**config.mk**
```make
export PLATFORM = sky130hd
export DESIGN_NAME = ring_ptr_writer
export DESIGN_NICKNAME = d
export VERILOG_FILES = /design/src/rtl/ring_ptr_pkg.sv /design/src/rtl/ring_ptr_ctr.sv /design/src/rtl/ring_ptr_seq.sv /design/src/rtl/ring_ptr_writer.sv
export SDC_FILE = /design/constraint.sdc
export NUM_CORES = 1
export LEC_CHECK = 0
export BUFFER_PORTS_ARGS = -buffer_cell sky130_fd_sc_hd__buf_2
export CELL_PAD_IN_SITES_DETAIL_PLACEMENT = 1
export CELL_PAD_IN_SITES_GLOBAL_PLACEMENT = 2
export CORE_UTILIZATION = 30
export CTS_BUF_LIST = sky130_fd_sc_hd__clkbuf_8
export CTS_CLUSTER_DIAMETER = 150
export DETAILED_ROUTE_END_ITERATION = 7
export PLACE_DENSITY_LB_ADDON = 0.2
export SLEW_MARGIN = 20
export SYNTH_ARGS = -nofsm -noshare
export SYNTH_HDL_FRONTEND = slang
export SYNTH_SLANG_ARGS = --single-unit
export TNS_END_PERCENT = 1
```
**constraint.sdc**
```tcl
create_clock -name clk_i -period 2.1 [get_ports clk_i]
set_input_delay 0.63 -clock clk_i [delete_from_list [all_inputs] [get_ports clk_i]]
set_output_delay 0.63 -clock clk_i [all_outputs]
set_load 0.02 [all_outputs]
```
**src/rtl/ring_ptr_pkg.sv**
```systemverilog
package ring_ptr_pkg;
  localparam int unsigned ADDR_W = 16;  // pointer mirror is two bytes
  localparam int unsigned DATA_W = 8;

  typedef enum logic [1:0] {
    ST_IDLE,
    ST_DATA,
    ST_PLO,
    ST_PHI
  } wr_state_e;
endpackage

```
**src/rtl/ring_ptr_ctr.sv**
```systemverilog
module ring_ptr_ctr
  import ring_ptr_pkg::*;
#(
  parameter logic [ADDR_W-1:0] RING_LO = 16'h0002,
  parameter logic [ADDR_W-1:0] RING_HI = 16'h1000
) (
  input  logic              clk_i,
  input  logic              rst_ni,
  input  logic              adv_i,
  output logic [ADDR_W-1:0] ptr_o
);
  logic [ADDR_W-1:0] ptr_q;

  always_ff @(posedge clk_i or negedge rst_ni) begin
    if (!rst_ni)    ptr_q <= RING_LO;
    else if (adv_i) ptr_q <= (ptr_q == RING_HI) ? RING_LO : ptr_q + 1'b1;
  end

  assign ptr_o = ptr_q;
endmodule

```
**src/rtl/ring_ptr_seq.sv**
```systemverilog
module ring_ptr_seq
  import ring_ptr_pkg::*;
(
  input  logic      clk_i,
  input  logic      rst_ni,
  input  logic      in_valid_i,
  input  logic      mem_ready_i,
  output wr_state_e state_o,
  output logic      in_take_o,
  output logic      ptr_adv_o
);
  wr_state_e state_q, state_d;

  // reset lands in ST_PLO so the initial pointer is mirrored first
  always_ff @(posedge clk_i or negedge rst_ni) begin
    if (!rst_ni) state_q <= ST_PLO;
    else         state_q <= state_d;
  end

  always_comb begin
    state_d = state_q;
    unique case (state_q)
      ST_IDLE: if (in_valid_i)  state_d = ST_DATA;
      ST_DATA: if (mem_ready_i) state_d = ST_PLO;
      ST_PLO:  if (mem_ready_i) state_d = ST_PHI;
      ST_PHI:  if (mem_ready_i) state_d = ST_IDLE;
      default:                  state_d = ST_IDLE;
    endcase
  end

  assign state_o   = state_q;
  assign in_take_o = (state_q == ST_IDLE) && in_valid_i;
  assign ptr_adv_o = (state_q == ST_DATA) && mem_ready_i;
endmodule

```
**src/rtl/ring_ptr_writer.sv**
```systemverilog
module ring_ptr_writer
  import ring_ptr_pkg::*;
#(
  parameter logic [ADDR_W-1:0] RING_LO     = 16'h0002,
  parameter logic [ADDR_W-1:0] RING_HI     = 16'h1000,
  parameter logic [ADDR_W-1:0] MIRROR_BASE = 16'h0000
) (
  input  logic              clk_i,
  input  logic              rst_ni,
  input  logic              in_valid_i,
  output logic              in_ready_o,
  input  logic [DATA_W-1:0] in_data_i,
  output logic              mem_valid_o,
  input  logic              mem_ready_i,
  output logic [ADDR_W-1:0] mem_addr_o,
  output logic [DATA_W-1:0] mem_data_o
);
  localparam logic [ADDR_W-1:0] MIRROR_HI = MIRROR_BASE + 1'b1;

  wr_state_e         state;
  logic              in_take, ptr_adv;
  logic [ADDR_W-1:0] ptr;
  logic [DATA_W-1:0] byte_q;

  ring_ptr_seq u_seq (
    .clk_i       (clk_i),
    .rst_ni      (rst_ni),
    .in_valid_i  (in_valid_i),
    .mem_ready_i (mem_ready_i),
    .state_o     (state),
    .in_take_o   (in_take),
    .ptr_adv_o   (ptr_adv)
  );

  ring_ptr_ctr #(
    .RING_LO (RING_LO),
    .RING_HI (RING_HI)
  ) u_ctr (
    .clk_i  (clk_i),
    .rst_ni (rst_ni),
    .adv_i  (ptr_adv),
    .ptr_o  (ptr)
  );

  always_ff @(posedge clk_i or negedge rst_ni) begin
    if (!rst_ni)      byte_q <= '0;
    else if (in_take) byte_q <= in_data_i;
  end

  assign in_ready_o  = (state == ST_IDLE);
  assign mem_valid_o = (state != ST_IDLE);

  // write-port arbitration: data slot, then pointer low, then pointer high
  always_comb begin
    unique case (state)
      ST_DATA: begin mem_addr_o = ptr;         mem_data_o = byte_q;                   end
      ST_PLO:  begin mem_addr_o = MIRROR_BASE; mem_data_o = ptr[DATA_W-1:0];          end
      ST_PHI:  begin mem_addr_o = MIRROR_HI;   mem_data_o = ptr[ADDR_W-1:DATA_W];     end
      default: begin mem_addr_o = '0;          mem_data_o = '0;                       end
    endcase
  end
endmodule

```
# Word level (Yosys, flattened, before mapping)
# Index checks and enable logic that the tools add are counted.
# word_totals
reg_bits	26
latch_bits	0
output_inout_bits	26
rom_bits	0
ramBits	0
n_memories	0
# op_classes
n_div	0
n_mul	0
order_cmp	0
bitwise_logic	0
n_reduce_logical	5
n_eq_ne	8
mux	8
shifts	0
n_addsub	1
# ops
cell	count
$pmux W16 S2	1
$pmux W8 S3	1
$add A16 B1 Y16 const B	1
$eq A16 B13 Y1 const B	1
$mux W16	1
$mux W2	4
$ne A2 B2 Y1 const B	4
$pmux W2 S4	1
$eq A2 B2 Y1 const B	2
$reduce_and A4 Y1	1
$eq A2 B1 Y1 const B	1
$logic_and A1 B1 Y1	2
$logic_not A2 Y1	1
$reduce_bool A2 Y1	1

# Logic depth before layout (Yosys ltp)
# logic_depth
depth_word	3
mapped_depth	7
depth_no_buf	6

# By module
# A second synthesis with hierarchy kept.
# hier_totals
hier_cells	144
hier_area_um2	1591.5
# modules_own_cells
module	seq_area_each_um2	area_each_um2	cells_each	n_inst
ring_ptr_ctr	401.6	813.3	72	1
ring_ptr_writer	200.2	601.8	56	1
ring_ptr_seq	51.3	176.4	16	1

# Least setup slack after synthesis
# Ideal clock, no wire load.
# synth_timing
path_type	register to output
from	reg u_seq.state_q[1], in the netlist u_seq.state_o[1]
to	out mem_data_o[7]
t_arrival_ps	1553
stages_incl_launch_ff	7
path_slack_ps	-83
n_path_buf	2
cell_sequence	dfstp_2 > inv_1 > ha_1 > buf_4 > clkbuf_1 > a222oi_1 > nor2_1
# synth_via
elab_chain_len	2
elab_cells_between_ends	4
# synth_lines
element	line_no	source
start: declaration	ring_ptr_seq.sv:12	wr_state_e state_q, state_d;
start signal: assignment	ring_ptr_seq.sv:17	else state_q <= state_d;
$eq A2 B2 Y1 / $eq A2 B1 Y1 (equally long branches)	ring_ptr_writer.sv:55	unique case (state)
$pmux W8 S3 (*)	ring_ptr_writer.sv:55	
end: declaration	ring_ptr_writer.sv:16	output logic [DATA_W-1:0] mem_data_o
# Every way passes the cells marked *; elsewhere a longest branch is shown, timed or not.

# Final worst setup path
# layout_timing
from	reg u_seq.state_q[1], in the netlist u_seq.state_o[1]
to	out mem_data_o[3]
# The elaborated chain is that of the path after synthesis.

==> summary.txt <==
Clock network
  – Root buf cell: clkbuf_8
  – Clock buffer depth: 2
  – # H-tree levels: 1
  – CTS Hold Bufs: 0
  – Clock transition at the registers of the reported paths: 0.10 ns
  – TritonCTS Buffers: 3
  – CTS Sinks: 26
  – Clk_lat worst skew: 0.28 ns
  – Post-CTS setup repair buffer count: 0
  – CTS tree: done

Synth
  – Mapped Cells: ~150
  – Cell variety after synth: 32
  – Most used DFF post-synth: dfrtp_1
  – Synth Warn #: 0
  – Syn Area/Cell: 10.26 sq um
  – Post-synth ARST share: 1.000
  – Post-Syn Area: approximately 1500 sq um
  – Top cell type's share of synthesized area: 0.3983
  – Top cells by area, synth: dfrtp_1 (40%), mux2_2 (6.7%), and2_1 (6.2%), ha_1 (5.8%), a222oi_1 (5.3%)
  – Post-synth net total: 166
  – Most frequent cell after synthesis: dfrtp_1
  – Register area share after synthesis: 0.4332
  – Top cells by count, synth: dfrtp_1 (24), and2_1 (15), nor2_1 (15)
  – Synth Register Bits: 26
  – Number of synthesized flops with an enable pin: 0
  – Post-synth top area cell: dfrtp_1

Drt
  – Iter 0 DRT Violations: between 70 and 80
  – Metal-1 WL: roughly 1900 um
  – Max Used Layer: met4
  – Routed met2 length: between 2000 and 2500 um
  – Vias: 1279
  – DRT Pass-1 Iters: 5
  – Mean number of vias per cell: around 5.0
  – Remaining antenna violation count: 0
  – Remaining DRCs: 0
  – Met3 wire len: 135 um
  – WL per Instance: 16.61 um
  – Post-Route WL: 4268 um

Placed design
  – IO Port Bufs: 37
  – Dpl ws: 0.02922 ns
  – Cell count after placement: 253
  – Final Wtd Congestion: 0.8047
  – Hpwl dp: 3350 um

Critical path
  – Crit start category: register
  – Slowest cell on the critical path: dfstp_2
  – Critical Path RT: 1.47 ns
  – CP endpoint kind: primary output
  – Crit Path Class: register to primary output
  – Reg2Reg Depth: 7
  – CP arrival: 1.73 ns
  – WP depth: 5
  – Crit path max fanout: 11
  – Bufs and invs on worst path: 2
  – Delay-heaviest family, CP: flip-flops
  – RR Startpoint: u_seq.state_o[1]
  – FF-to-FF End: u_ctr.ptr_o[9]
  – FF-to-FF setup slack: 0.14 ns
  – Cells along the critical path: inv_2, ha_4, a222oi_1, nor2_1, buf_2
  – Slowest stage delay, CP: 0.58 ns

Cells and area
  – Core Util, Final: 0.3974
  – Layout cell share with drive strength beyond 1: 0.3842
  – Ant. Diodes: 0
  – Final net count: 210
  – Fin cells: 257
  – Area grow syn2layout: 26.14%

Timing
  – Setup Skew: 0.007076 ns
  – Slew @ Worst Pin: 0.6125 ns
  – Fin. max-slew vios: 0
  – Fin crit share: 1.125
  – Hold Slack: roughly 0.35 ns
  – Fmax achieved: 0.4232 GHz
  – RSZ-0062 raised after global routing: true
  – Final WS setup: -0.2628 ns
  – Max-Slew Margin vs Limit: 0.5917
  – Minimum clock period: 2.363 ns
  – Final setup violation count: 24
  – Final hold violations: 0

Pwr
  – Power density cells: between 1000 and 1500 nW/um^2
  – Clk pwr share: 0.178
  – Comb pwr share: 0.475
  – Overall Power: 2.414 mW
  – Sw frac: 0.4165
  – Pint: between 1 and 1.5 mW
  – Leak pwr: 0.9463 nW
  – VDD IR max: 0.0006299 V
  – Sw Pwr: 1.006 mW
  – Sequential power share: 0.347

Global route
  – Global-route wire length before repair: 7044 um
  – Initial antenna violation count: 0
  – Vias in the first global route: between 1000 and 1500
  – Grt ovf: 0
  – Largest net degree at the start of global routing: 27
  – GRT Overall Usage: 0.1767

Floorplanning
  – Starting Density: 0.3150
  – # IOs: 38
  – Die X: roughly 73 um
  – Row cnt: 25
  – Die Area: 5313 sq um
  – Core box area: 4786 sq um
  – Die H: 72.89 um

Hold path
  – Hold WC Path Type: input port to async pin

Run status
  – Outcome: finished with violations
  – Failing checks: negative setup slack

Flow run
  – MaxCap Viol Count: 0
-- cells in the final DEF, fill, tap and decap left out, types with 2 or more instances in the layout --
cell | synthesis | layout
buf_2 | 2 | 35
dfrtp_1 | 24 | 24
and2_1 | 15 | 15
nor2_1 | 15 | 14
buf_4 | 3 | 12
nand2_1 | 11 | 11
mux2_2 | 9 | 9
a222oi_1 | 8 | 8
xnor2_1 | 8 | 8
inv_1 | 6 | 5
xor2_1 | 5 | 5
ha_1 | 7 | 5
nand3_1 | 4 | 4
nand4_1 | 4 | 4
nor3_1 | 3 | 3
clkbuf_8 | 0 | 3
nor4_1 | 2 | 2
and3_1 | 2 | 2
nor4_2 | 2 | 2
dfstp_2 | 2 | 2
-- layout make-up --
class	instances	area [sq um]
clock buffers	3	41.29
clock inverters	1	30.03
fillers	554	2884
inverters	6	22.52
multi-input cells	107	805.8
flip-flops and latches	26	653.1
well taps	67	83.83
repair buffers	47	265.3
-- power by group through the flow --
stage | Clock (mW) | Combinational [mW] | Sequential, mW
6_report | 0.430 | 1.15 | 0.839
2_1_floorplan | 0 | 0.861 | 0.768
5_1_grt | 0.465 | 1.27 | 0.865
3_3_place_gp | 0 | 1.09 | 0.842
3_5_place_dp | 0 | 1.14 | 0.854
4_1_cts | 0.441 | 1.15 | 0.843
-- sequential cells by signal, summed over array words and instances (netlist names) --
| register | flops |
|---|---|
| byte_q | 8 |
| u_ctr.ptr_o | 16 |
| u_seq.state_o | 2 |
-- kinds of logic after synthesis --
kind of cell	synth area share
muxes	0.06722
buffers and inverters	0.04398
adders and majority gates	0.05809
and+or+nand+nor	0.2431
DFF	0.4332
xor gates and xnor gates	0.07552
AOI/OAI and AO/OA	0.07884
-- stage by stage --
stage	TNS [ns]	area (sq um)
3_5_place_dp	0	1823
6_report	-3.816	1902
3_3_place_gp	0	1823
2_1_floorplan	-0.01659	1536
5_1_grt	-5.673	1902
4_1_cts	-3.938	1897
-- what timing repair did --
action / 4_1_cts / 5_1_grt
cloned: 0 / 0
setup endpoints to repair: 24 / 24
pin swaps: 1 / 1
gates resized for setup: 1 / 2
-- per-layer routing --
layer | vias up | track usage
li1 | 604 | -
met1 | 642 | 0.2299
met2 | 27 | 0.2980
met3 | 6 | 0.02624
met4 | 0 | 0.06318
met5 | - | 0
-- worst max-delay path by stage --
stage | startpoint | to | slack [ns]
2_1_floorplan | u_seq.state_o[1] | mem_data_o[7] | -0.02
3_3_place_gp | u_seq.state_o[1] | mem_data_o[7] | 0.07
3_5_place_dp | u_seq.state_o[0] | mem_data_o[2] | 0.03
4_1_cts | u_seq.state_o[1] | mem_data_o[7] | -0.26
5_1_grt | u_seq.state_o[1] | mem_data_o[0] | -0.37
6_report | u_seq.state_o[1] | mem_data_o[3] | -0.26
No activity file was read; power rests on OpenSTA's default activity.
